**config.mk**
```make
export PLATFORM = sky130hd
export DESIGN_NAME = sport_stat_irq
export DESIGN_NICKNAME = d
export VERILOG_FILES = /design/src/rtl/sport_stat_pkg.sv /design/src/rtl/sport_evt_qual.sv /design/src/rtl/sport_sticky_bank.sv /design/src/rtl/sport_level_view.sv /design/src/rtl/sport_stat_irq.sv
export SDC_FILE = /design/constraint.sdc
export NUM_CORES = 1
export LEC_CHECK = 0
export CAP_MARGIN = 10
export CORE_MARGIN = 5
export CORE_UTILIZATION = 28
export DETAILED_ROUTE_END_ITERATION = 16
export DONT_BUFFER_PORTS = 1
export PLACE_DENSITY = 0.42
export SYNTH_ARGS = -nofsm -noshare
export SYNTH_HDL_FRONTEND = slang
export SYNTH_SLANG_ARGS = --single-unit
```
**constraint.sdc**
```tcl
create_clock -name clk -period 2.22 [get_ports clk]
set_clock_uncertainty 0.05 [all_clocks]
set_input_delay 0.444 -clock clk [delete_from_list [all_inputs] [get_ports clk]]
set_output_delay 0.444 -clock clk [all_outputs]
set_load 0.02 [all_outputs]
```
**src/rtl/sport_stat_pkg.sv**
```systemverilog
package sport_stat_pkg;

  localparam int NUM_STK = 7;
  localparam int NUM_IRQ = 9;

  // bit position of each sticky flag in the status word
  function automatic int stk_pos(input int idx);
    case (idx)
      0:       return 7;
      1:       return 18;
      2:       return 19;
      3:       return 20;
      4:       return 21;
      5:       return 23;
      default: return 24;
    endcase
  endfunction

  localparam logic [31:0] RSVD_MASK = 32'hFE43_0003;
  localparam logic [31:0] RST_WORD  = 32'h0000_F004;

  localparam int POS_RFS = 6;
  localparam int POS_TFS = 5;

endpackage

```
**src/rtl/sport_evt_qual.sv**
```systemverilog
module sport_evt_qual
  import sport_stat_pkg::*;
#(
  parameter int DEPTH  = 32,
  parameter int LVL_W  = 6,
  parameter int BCNT_W = 5
) (
  input  logic [LVL_W-1:0]   tx_lvl,
  input  logic [LVL_W-1:0]   rx_lvl,
  input  logic               tx_pop,
  input  logic               rx_push,
  input  logic               fsync,
  input  logic [BCNT_W-1:0]  bit_cnt,
  input  logic               dma_eoc,
  input  logic               rx_tmo,
  input  logic               trail_evt,
  input  logic               frm_match,
  output logic [NUM_STK-1:0] ev_set
);

  localparam logic [LVL_W-1:0] FULL_L = LVL_W'(DEPTH);

  always_comb begin
    ev_set    = '0;
    ev_set[0] = rx_push && (rx_lvl >= FULL_L);   // overrun
    ev_set[1] = trail_evt;
    ev_set[2] = rx_tmo;
    ev_set[3] = dma_eoc;
    ev_set[4] = tx_pop && (tx_lvl == '0);        // underrun
    ev_set[5] = fsync && (bit_cnt != '0);        // bit count error
    ev_set[6] = frm_match;
  end

endmodule

```
**src/rtl/sport_sticky_bank.sv**
```systemverilog
module sport_sticky_bank #(
  parameter int N = 7
) (
  input  logic         clk,
  input  logic         rst,
  input  logic [N-1:0] set_i,
  input  logic [N-1:0] clr_i,
  output logic [N-1:0] flag_q
);

  for (genvar i = 0; i < N; i++) begin : g_flag
    always_ff @(posedge clk) begin
      if (rst)           flag_q[i] <= 1'b0;
      else if (set_i[i]) flag_q[i] <= 1'b1;
      else if (clr_i[i]) flag_q[i] <= 1'b0;
    end

    AST_SET_WINS: assert property (@(posedge clk) disable iff (rst)
      set_i[i] |=> flag_q[i]);
    AST_FLAG_HOLD: assert property (@(posedge clk) disable iff (rst)
      (!set_i[i] && !clr_i[i]) |=> $stable(flag_q[i]));
    AST_W1C_CLEARS: assert property (@(posedge clk) disable iff (rst)
      (clr_i[i] && !set_i[i]) |=> !flag_q[i]);
  end

endmodule

```
**src/rtl/sport_level_view.sv**
```systemverilog
module sport_level_view #(
  parameter int DEPTH = 32,
  parameter int LVL_W = 6
) (
  input  logic             clk,
  input  logic             rst,
  input  logic             port_en,
  input  logic             port_busy,
  input  logic [LVL_W-1:0] tx_lvl,
  input  logic [LVL_W-1:0] rx_lvl,
  input  logic [LVL_W-1:0] tx_thr,
  input  logic [LVL_W-1:0] rx_thr,
  output logic             rfs_d,
  output logic             tfs_d,
  output logic [3:0]       rfl_q,
  output logic [3:0]       tfl_q,
  output logic             rfs_q,
  output logic             tfs_q,
  output logic             bsy_q,
  output logic             rne_q,
  output logic             tnf_q
);

  localparam logic [LVL_W-1:0] FULL_L = LVL_W'(DEPTH);

  logic [LVL_W-1:0] rx_m1;
  logic [LVL_W:0]   tx_lim;

  always_comb begin
    rx_m1  = rx_lvl - LVL_W'(1);
    tx_lim = {1'b0, tx_thr} + (LVL_W+1)'(1);
    rfs_d  = port_en && (rx_lvl > rx_thr);
    tfs_d  = port_en && ({1'b0, tx_lvl} <= tx_lim);
  end

  always_ff @(posedge clk) begin
    if (rst) begin
      rfl_q <= 4'hF;
      tfl_q <= 4'h0;
      rfs_q <= 1'b0;
      tfs_q <= 1'b0;
      bsy_q <= 1'b0;
      rne_q <= 1'b0;
      tnf_q <= 1'b1;
    end else begin
      rfl_q <= rx_m1[3:0];
      tfl_q <= tx_lvl[3:0];
      rfs_q <= rfs_d;
      tfs_q <= tfs_d;
      bsy_q <= port_busy;
      rne_q <= (rx_lvl != '0);
      tnf_q <= (tx_lvl < FULL_L);
    end
  end

  AST_RFS_OFF: assert property (@(posedge clk) disable iff (rst)
    !port_en |=> !rfs_q);
  AST_TFS_OFF: assert property (@(posedge clk) disable iff (rst)
    !port_en |=> !tfs_q);
  AST_TNF_FULL: assert property (@(posedge clk) disable iff (rst)
    (tx_lvl >= FULL_L) |=> !tnf_q);
  AST_RNE_EMPTY: assert property (@(posedge clk) disable iff (rst)
    (rx_lvl == '0) |=> (!rne_q && rfl_q == 4'hF));

endmodule

```
**src/rtl/sport_stat_irq.sv**
```systemverilog
module sport_stat_irq
  import sport_stat_pkg::*;
#(
  parameter int DEPTH  = 32,
  parameter int LVL_W  = $clog2(DEPTH + 1),
  parameter int BCNT_W = 5
) (
  input  logic              clk,
  input  logic              rst,
  input  logic              port_en,
  input  logic              port_busy,
  input  logic [LVL_W-1:0]  tx_lvl,
  input  logic [LVL_W-1:0]  rx_lvl,
  input  logic [LVL_W-1:0]  tx_thr,
  input  logic [LVL_W-1:0]  rx_thr,
  input  logic              tx_pop,
  input  logic              rx_push,
  input  logic              fsync,
  input  logic [BCNT_W-1:0] bit_cnt,
  input  logic              dma_eoc,
  input  logic              rx_tmo,
  input  logic              trail_evt,
  input  logic              frm_match,
  input  logic [8:0]        irq_en,
  input  logic              wr_en,
  input  logic [31:0]       wr_data,
  output logic [31:0]       stat_word,
  output logic              irq
);

  logic [NUM_STK-1:0] ev_set, ev_clr, stk_q, stk_nxt;
  logic               rfs_d, tfs_d, rfs_q, tfs_q, bsy_q, rne_q, tnf_q;
  logic [3:0]         rfl_q, tfl_q;
  logic [NUM_IRQ-1:0] src_nxt;
  logic               irq_q;

  sport_evt_qual #(.DEPTH(DEPTH), .LVL_W(LVL_W), .BCNT_W(BCNT_W)) u_qual (
    .tx_lvl(tx_lvl), .rx_lvl(rx_lvl), .tx_pop(tx_pop), .rx_push(rx_push),
    .fsync(fsync), .bit_cnt(bit_cnt), .dma_eoc(dma_eoc), .rx_tmo(rx_tmo),
    .trail_evt(trail_evt), .frm_match(frm_match), .ev_set(ev_set)
  );

  for (genvar i = 0; i < NUM_STK; i++) begin : g_clr
    assign ev_clr[i] = wr_en && wr_data[stk_pos(i)];
  end

  sport_sticky_bank #(.N(NUM_STK)) u_stk (
    .clk(clk), .rst(rst), .set_i(ev_set), .clr_i(ev_clr), .flag_q(stk_q)
  );

  sport_level_view #(.DEPTH(DEPTH), .LVL_W(LVL_W)) u_lvl (
    .clk(clk), .rst(rst), .port_en(port_en), .port_busy(port_busy),
    .tx_lvl(tx_lvl), .rx_lvl(rx_lvl), .tx_thr(tx_thr), .rx_thr(rx_thr),
    .rfs_d(rfs_d), .tfs_d(tfs_d), .rfl_q(rfl_q), .tfl_q(tfl_q),
    .rfs_q(rfs_q), .tfs_q(tfs_q), .bsy_q(bsy_q), .rne_q(rne_q), .tnf_q(tnf_q)
  );

  // interrupt is registered from the values the status word takes next
  always_comb begin
    stk_nxt = ev_set | (stk_q & ~ev_clr);
    src_nxt = {tfs_d, rfs_d, stk_nxt};
  end

  always_ff @(posedge clk) begin
    if (rst) irq_q <= 1'b0;
    else     irq_q <= |(src_nxt & irq_en);
  end

  always_comb begin
    stat_word = '0;
    for (int i = 0; i < NUM_STK; i++) stat_word[stk_pos(i)] = stk_q[i];
    stat_word[15:12]   = rfl_q;
    stat_word[11:8]    = tfl_q;
    stat_word[POS_RFS] = rfs_q;
    stat_word[POS_TFS] = tfs_q;
    stat_word[4]       = bsy_q;
    stat_word[3]       = rne_q;
    stat_word[2]       = tnf_q;
  end

  assign irq = irq_q;

  AST_RSVD_ZERO: assert property (@(posedge clk) disable iff (rst)
    (stat_word & RSVD_MASK) == 32'h0);
  AST_IRQ_MASKED: assert property (@(posedge clk) disable iff (rst)
    (irq_en == '0) |=> !irq);
  AST_IRQ_HAS_SRC: assert property (@(posedge clk) disable iff (rst)
    irq |-> (stat_word & 32'h01BC_00E0) != 32'h0);

endmodule

```
==> results of run 1 <==
-- cells in the final DEF (no fill, tap or decap), types with 2 or more instances in the layout --
cell type,instances
nand2_1,7
and3_1,2
nand2b_1,7
clkbuf_8,3
a21boi_0,2
ha_1,14
xnor2_1,2
conb_1,12
xor2_1,3
nor2_1,12
o21ai_0,4
a211oi_1,2
nand3b_1,3
dfxtp_1,21
inv_1,14
nor3_1,2
nor2b_1,5
a21oi_1,8
nand3_1,5
-- registers in the layout, summed over array words and instances, names as in the netlist --
name,cells
u_lvl.tnf_q,1
u_stk.flag_q,7
u_lvl.rne_q,1
u_lvl.bsy_q,1
u_lvl.tfl_q,4
u_lvl.rfs_q,1
irq,1
u_lvl.tfs_q,1
u_lvl.rfl_q,4
-- metal layers --
layer | vias up | wire [um] | global-route usage
met4 | 0 | 19 | 0.0420
met1 | 380 | 1260 | 0.121
li1 | 461 | - | -
met5 | - | 0 | 0
met3 | 2 | 386 | 0.0457
met2 | 61 | 1320 | 0.159
-- kinds of logic (layout without fill, tap and decap cells) --
| family | count (synthesis) | count (layout) | share of synthesized area |
|---|---|---|---|
| buffers and inverters | 33 | 18 | 0.151 |
| adder cells (fa/ha/maj) | 14 | 14 | 0.141 |
| XOR/XNOR | 5 | 5 | 0.0352 |
| AND/OR/NAND/NOR | 48 | 48 | 0.202 |
| other | 1 | 12 | 0.00301 |
| flip-flops | 21 | 21 | 0.338 |
| AO/OA/AOI/OAI | 25 | 25 | 0.131 |
-- worst max-delay path, stage by stage --
cell and delay (ns):
ha_1 0.21, nand3_1 0.11, xor2_1 0.15, ha_1 0.26, nand2_1 0.09, o22ai_1 0.07
o21ai_0 0.13, o21ai_0 0.15, a221o_1 0.37
-- power groups by stage --
| stage | logic (W) | clock network (W) | registers [W] |
|---|---|---|---|
| 6_report | 0.000126 | 0.000245 | 0.000445 |
| 5_1_grt | 0.000149 | 0.000284 | 0.000448 |
| 4_1_cts | 0.000127 | 0.000260 | 0.000446 |
| 3_5_place_dp | 0.000127 | 0 | 0.000455 |
| 3_3_place_gp | 0.000122 | 0 | 0.000455 |
| 2_1_floorplan | 0.000142 | 0 | 0.000441 |
-- worst max-delay path by stage --
stage | slack [ns] | cells past startpoint | to | start
floorplan | 0.21 | 9 | irq | tx_thr[0]
global placement | 0.05 | 9 | irq | tx_thr[0]
detailed placement | 0.03 | 9 | irq | tx_thr[0]
CTS | 0.31 | 9 | irq | tx_thr[0]
global route | 0.14 | 9 | irq | tx_thr[0]
finish | 0.31 | 9 | irq | tx_thr[0]
-- metrics by stage --
stage          cells  utilization  hold slack [ns]  instance area, sq um
6_report         195        0.292            0.200                  1260
5_1_grt          195        0.292            0.180                  1260
4_1_cts          195        0.292            0.190                  1260
3_5_place_dp     191        0.281            0.467                  1220
3_3_place_gp     191        0.281            0.468                  1220
2_1_floorplan    158            -            0.468                  1290
-- layout make-up --
cell class,count,area (sq um),share of cell area
Clock buffer,3,41.3,0.0327
Clock inverter,1,5.00,0.00396
Inverter,14,52.6,0.0416
Multi-Input combinational cell,104,678,0.537
Sequential cell,21,420,0.333
Tap cell,52,65.1,0.0515
==> impl_metrics.env, run 1 <==
export IMPL_status="finished clean"
export IMPL_cts_buffer_depth=2
export IMPL_period_share=0.861
export IMPL_netlist_cell_type_count=34
export IMPL_rows=24
export IMPL_synthMostInstantiatedCell="dfxtp_1"
export IMPL_timing_fmax_ghz=0.523
export IMPL_drcViolationCount=0
export IMPL_die_x_um=76.7
export IMPL_cts_setup_buffers=0
export IMPL_syn_instance_count=147
export IMPL_yosys_most_used_dff="dfxtp_1"
export IMPL_reg2regPathDepth=5
export IMPL_drt_total_wl_um=2980
export IMPL_r2r_start="u_stk.flag_q[0]"
export IMPL_gp_congestion=0.690
export IMPL_setup_viol=0
export IMPL_grtUsageTotal=0.102
export IMPL_end_kind="register"
export IMPL_critPathKind="input pin to register"
export IMPL_place_worst_setup_slack_ns=0.0259
export IMPL_synth_top_area_frac=0.338
export IMPL_clkTransAtPathRegs_ns=0.08
export IMPL_intPower_w=0.000581
export IMPL_power_share_clock=0.301
export IMPL_cts_buffers=3
export IMPL_drtAntennaViolNets=0
export IMPL_synth_top_cell_by_area="dfxtp_1"
export IMPL_area_growth_pct=1.41
export IMPL_avgSynthCellArea_sq_um=8.47
export IMPL_synthArstFlopShare=0
export IMPL_nets=240
export IMPL_fin_crit_ns=1.91
export IMPL_hold_start="rst"
export IMPL_dp_hpwl_um=2650
export IMPL_hold_end="u_lvl.bsy_q"
export IMPL_grt_pass1_vias=998
export IMPL_final_hold_viol_count=0
export IMPL_tritoncts="built"
export IMPL_dieArea_sq_um=5880
export IMPL_tns_ns=0
export IMPL_start_kind="input pin"
export IMPL_drtIter0Drc=24
export IMPL_hold_depth=1
export IMPL_p_comb_frac=0.154
export IMPL_ios=115
export IMPL_synth_commonest_cells="dfxtp_1 (21), buf_4 (17), ha_1 (14), inv_1 (14), nor2_1 (12)"
export IMPL_drive_gt1_frac=0.0350
export IMPL_grt_max_degree=21
export IMPL_cp_required_ns=2.31
export IMPL_synth_seq_cells=21
export IMPL_synth_warnings=0
export IMPL_start_util=0.288
export IMPL_antenna_cells=0
export IMPL_grt_pass1_wl_um=4910
export IMPL_cts_max_level=1
export IMPL_core_area_sq_um=4320
export IMPL_via_count=904
export IMPL_switching_share=0.287
export IMPL_holdCritPathClass="input pin to register"
export IMPL_cts_hold_buffers=0
export IMPL_wire_per_inst_um=15.3
export IMPL_synth_area_top_cells="dfxtp_1 (34%), ha_1 (14%), buf_4 (10%), inv_1 (4.2%), nor2_1 (3.6%)"
export IMPL_ctsRootBufferMaster="clkbuf_8"
export IMPL_port_buffers=0
export IMPL_synth_seq_area_share=0.338
export IMPL_crit_fanout=4
export IMPL_synth_edf_count=0
export IMPL_gr_total_overflow=0
export IMPL_worstPathArrival_ns=2.01
export IMPL_leakagePower_nw=0.574
export IMPL_syn_area_sq_um=1240
export IMPL_ir_worst_vdd_uv=163
export IMPL_die_h_um=76.7
export IMPL_clock_sinks=21
export IMPL_r2r_slack_ns=0.68
export IMPL_max_cap_viol_count=0
export IMPL_grt_antenna_before_repair=0
export IMPL_power_per_cell_area_nw_per_um2=646
export IMPL_clkLatencyLatePin_ns=0.25
export IMPL_vias_per_cell=4.64
export IMPL_rr_endpoint="irq"
export IMPL_seqPwrFrac=0.545
export IMPL_fillCellCount=481
export IMPL_finalPower_w=0.000816
export IMPL_cts_resized=0
export IMPL_rsz0062_at_grt="false"
export IMPL_power_switching_w=0.000234
export IMPL_first_pass_iters=4
export IMPL_setup_ws_ns=0.307
export IMPL_final_max_slew_viol_count=0
Power figures use the tool's default switching activity.
==> run 2, diff against run 1 <==
--- a/config.mk
+++ b/config.mk
@@ -6,6 +6,7 @@
 export NUM_CORES = 1
 export LEC_CHECK = 0
 export CAP_MARGIN = 10
+export CORE_ASPECT_RATIO = 1.5
 export CORE_MARGIN = 5
 export CORE_UTILIZATION = 28
 export DETAILED_ROUTE_END_ITERATION = 16
==> run 2 against run 1 <==
Sequential share of layout area is 0.20 points higher. Critical path depth unchanged. First-iteration DRC count increased by 13%. Count of clock-buffer cells in the layout unchanged. Register-to-register slack gained 0.05 ns. Combinational power about the same. Design area down 0.59%. Non-clock buffer count did not move. Die area up 0.47%. Clock power is 2% lower. Fmax down 0.32%. Core utilization grew 0.11 points. Critical path type unchanged. Largest cell class unchanged.
==> impl_metrics.env, run 2 (synthesis results as in run 1) <==
export IMPL_status="finished clean"
export IMPL_clkLatencyLatePin_ns=0.25
export IMPL_crit_buf_inv=0
export IMPL_final_hold_viol_count=0
export IMPL_largest_reg_flops=7
export IMPL_rsz0062_at_grt="false"
export IMPL_fin_crit_ns=1.92
export IMPL_rows=29
export IMPL_ctsRootBufferMaster="clkbuf_8"
export IMPL_start_util=0.291
export IMPL_antenna_cells=0
export IMPL_final_common_cell="dfxtp_1"
export IMPL_hold_ws_ns=0.200
export IMPL_die_h_um=91.7
export IMPL_grt_pass1_vias=1004
export IMPL_timing_fmax_ghz=0.521
export IMPL_holdCritPathClass="input pin to register"
export IMPL_grtUsageTotal=0.0971
export IMPL_top_register="u_stk.flag_q"
export IMPL_port_buffers=0
export IMPL_tns_ns=0
export IMPL_vias_per_cell=4.82
export IMPL_fillCellCount=465
export IMPL_cts_hold_buffers=0
export IMPL_gr_total_overflow=0
export IMPL_drt_total_wl_um=2900
export IMPL_power_per_cell_area_nw_per_um2=646
export IMPL_drive_gt1_frac=0.0350
export IMPL_layout_common_cells="dfxtp_1 (21), inv_1 (14), ha_1 (14)"
export IMPL_nets=240
export IMPL_grt_max_degree=21
export IMPL_grt_pass1_wl_um=4440
export IMPL_crit_family="compound AO/OA/AOI/OAI gates"
export IMPL_crit_fanout=4
export IMPL_cts_buffers=3
export IMPL_cts_buffer_depth=2
export IMPL_critPathSlowestCell="a221o_1"
export IMPL_leakagePower_nw=0.574
export IMPL_ios=115
export IMPL_grt_antenna_before_repair=0
export IMPL_clkTransAtPathRegs_ns=0.08
export IMPL_max_cap_viol_count=0
export IMPL_drtIter0Drc=27
export IMPL_wire_per_inst_um=15.4
export IMPL_ir_worst_vdd_uv=140
export IMPL_area_growth_pct=0.804
export IMPL_start_kind="input pin"
export IMPL_cp_cell_sequence="ha_1 > nand3_1 > xor2_1 > ha_1 > nand2_1 > o22ai_1 > o21ai_0 > o21ai_0 > a221o_1"
export IMPL_drtAntennaViolNets=0
export IMPL_slowest_delay_ns=0.36
export IMPL_end_kind="register"
export IMPL_period_share=0.864
export IMPL_setup_viol=0
export IMPL_cts_resized=0
export IMPL_dp_hpwl_um=2610
export IMPL_core_area_sq_um=4280
export IMPL_gp_congestion=0.707
export IMPL_cp_required_ns=2.32
export IMPL_cts_setup_buffers=0
export IMPL_clock_sinks=21
export IMPL_die_x_um=64.4
export IMPL_critPathKind="input pin to register"
export IMPL_worstPathArrival_ns=2.02
export IMPL_tritoncts="built"
export IMPL_dieArea_sq_um=5910
export IMPL_via_count=911
export IMPL_cts_max_level=1
export IMPL_reg_top3="u_stk.flag_q x7, u_lvl.rfl_q x4, u_lvl.tfl_q x4"
export IMPL_final_max_slew_viol_count=0
export IMPL_postLayoutCoreUtil=0.293
export IMPL_first_pass_iters=3
export IMPL_drcViolationCount=0
-- run 2: cell counts in the layout (fill, tap and decap cells not counted) --
No cell type changed its count.
-- run 2: per-layer routing --
| layer | GRT usage | routed length, um |
|---|---|---|
| met1 | 0.0957 | 1030 |
| met2 | 0.174 | 1450 |
| met3 | 0.0379 | 377 |
| met4 | 0.0476 | 41 |
| met5 | 0 | 0 |
-- run 2: layout make-up --
cell class | count | area (sq um) | area share
well taps | 46 | 57.6 | 0.0459
clock inverters | 1 | 5.00 | 0.00399
flip-flops and latches | 21 | 420 | 0.335
clock buffers | 3 | 41.3 | 0.0329
inverters | 14 | 52.6 | 0.0419
multi-input cells | 104 | 678 | 0.540
-- run 2: final timing paths --
kind,start,endpoint,slack [ns],cells past startpoint
setup / recovery,tx_thr[0],irq,0.30,9
hold / removal,rst,u_lvl.tfl_q[0],0.20,1
setup reg to reg,u_stk.flag_q[4],irq,0.73,4
hold reg to reg,u_stk.flag_q[3],u_stk.flag_q[3],0.59,2
-- run 2: power breakdown --
group | total [W] | internal (W) | switching, W | leakage [nW]
clock | 0.000240 | 0.000125 | 0.000116 | 0.0255
sequential | 0.000446 | 0.000402 | 0.0000437 | 0.175
combinational | 0.000125 | 0.0000549 | 0.0000701 | 0.374
-- run 2: per-stage QoR --
stage / instances / worst slack (ns) / area [sq um] / total power [W]
floorplan: 158 / 0.211 / 1290 / 0.000584
global placement: 185 / 0.0451 / 1210 / 0.000578
detailed placement: 185 / 0.00232 / 1210 / 0.000582
CTS: 189 / 0.288 / 1250 / 0.000827
global route: 189 / 0.173 / 1250 / 0.000863
finish: 189 / 0.301 / 1250 / 0.000811
-- run 2: worst reg2reg max path: stages (launching register included) --
cell     delay (ns)
dfxtp_1        0.39
a22oi_1        0.29
o221a_2        0.23
a41oi_1        0.15
a221o_1        0.28
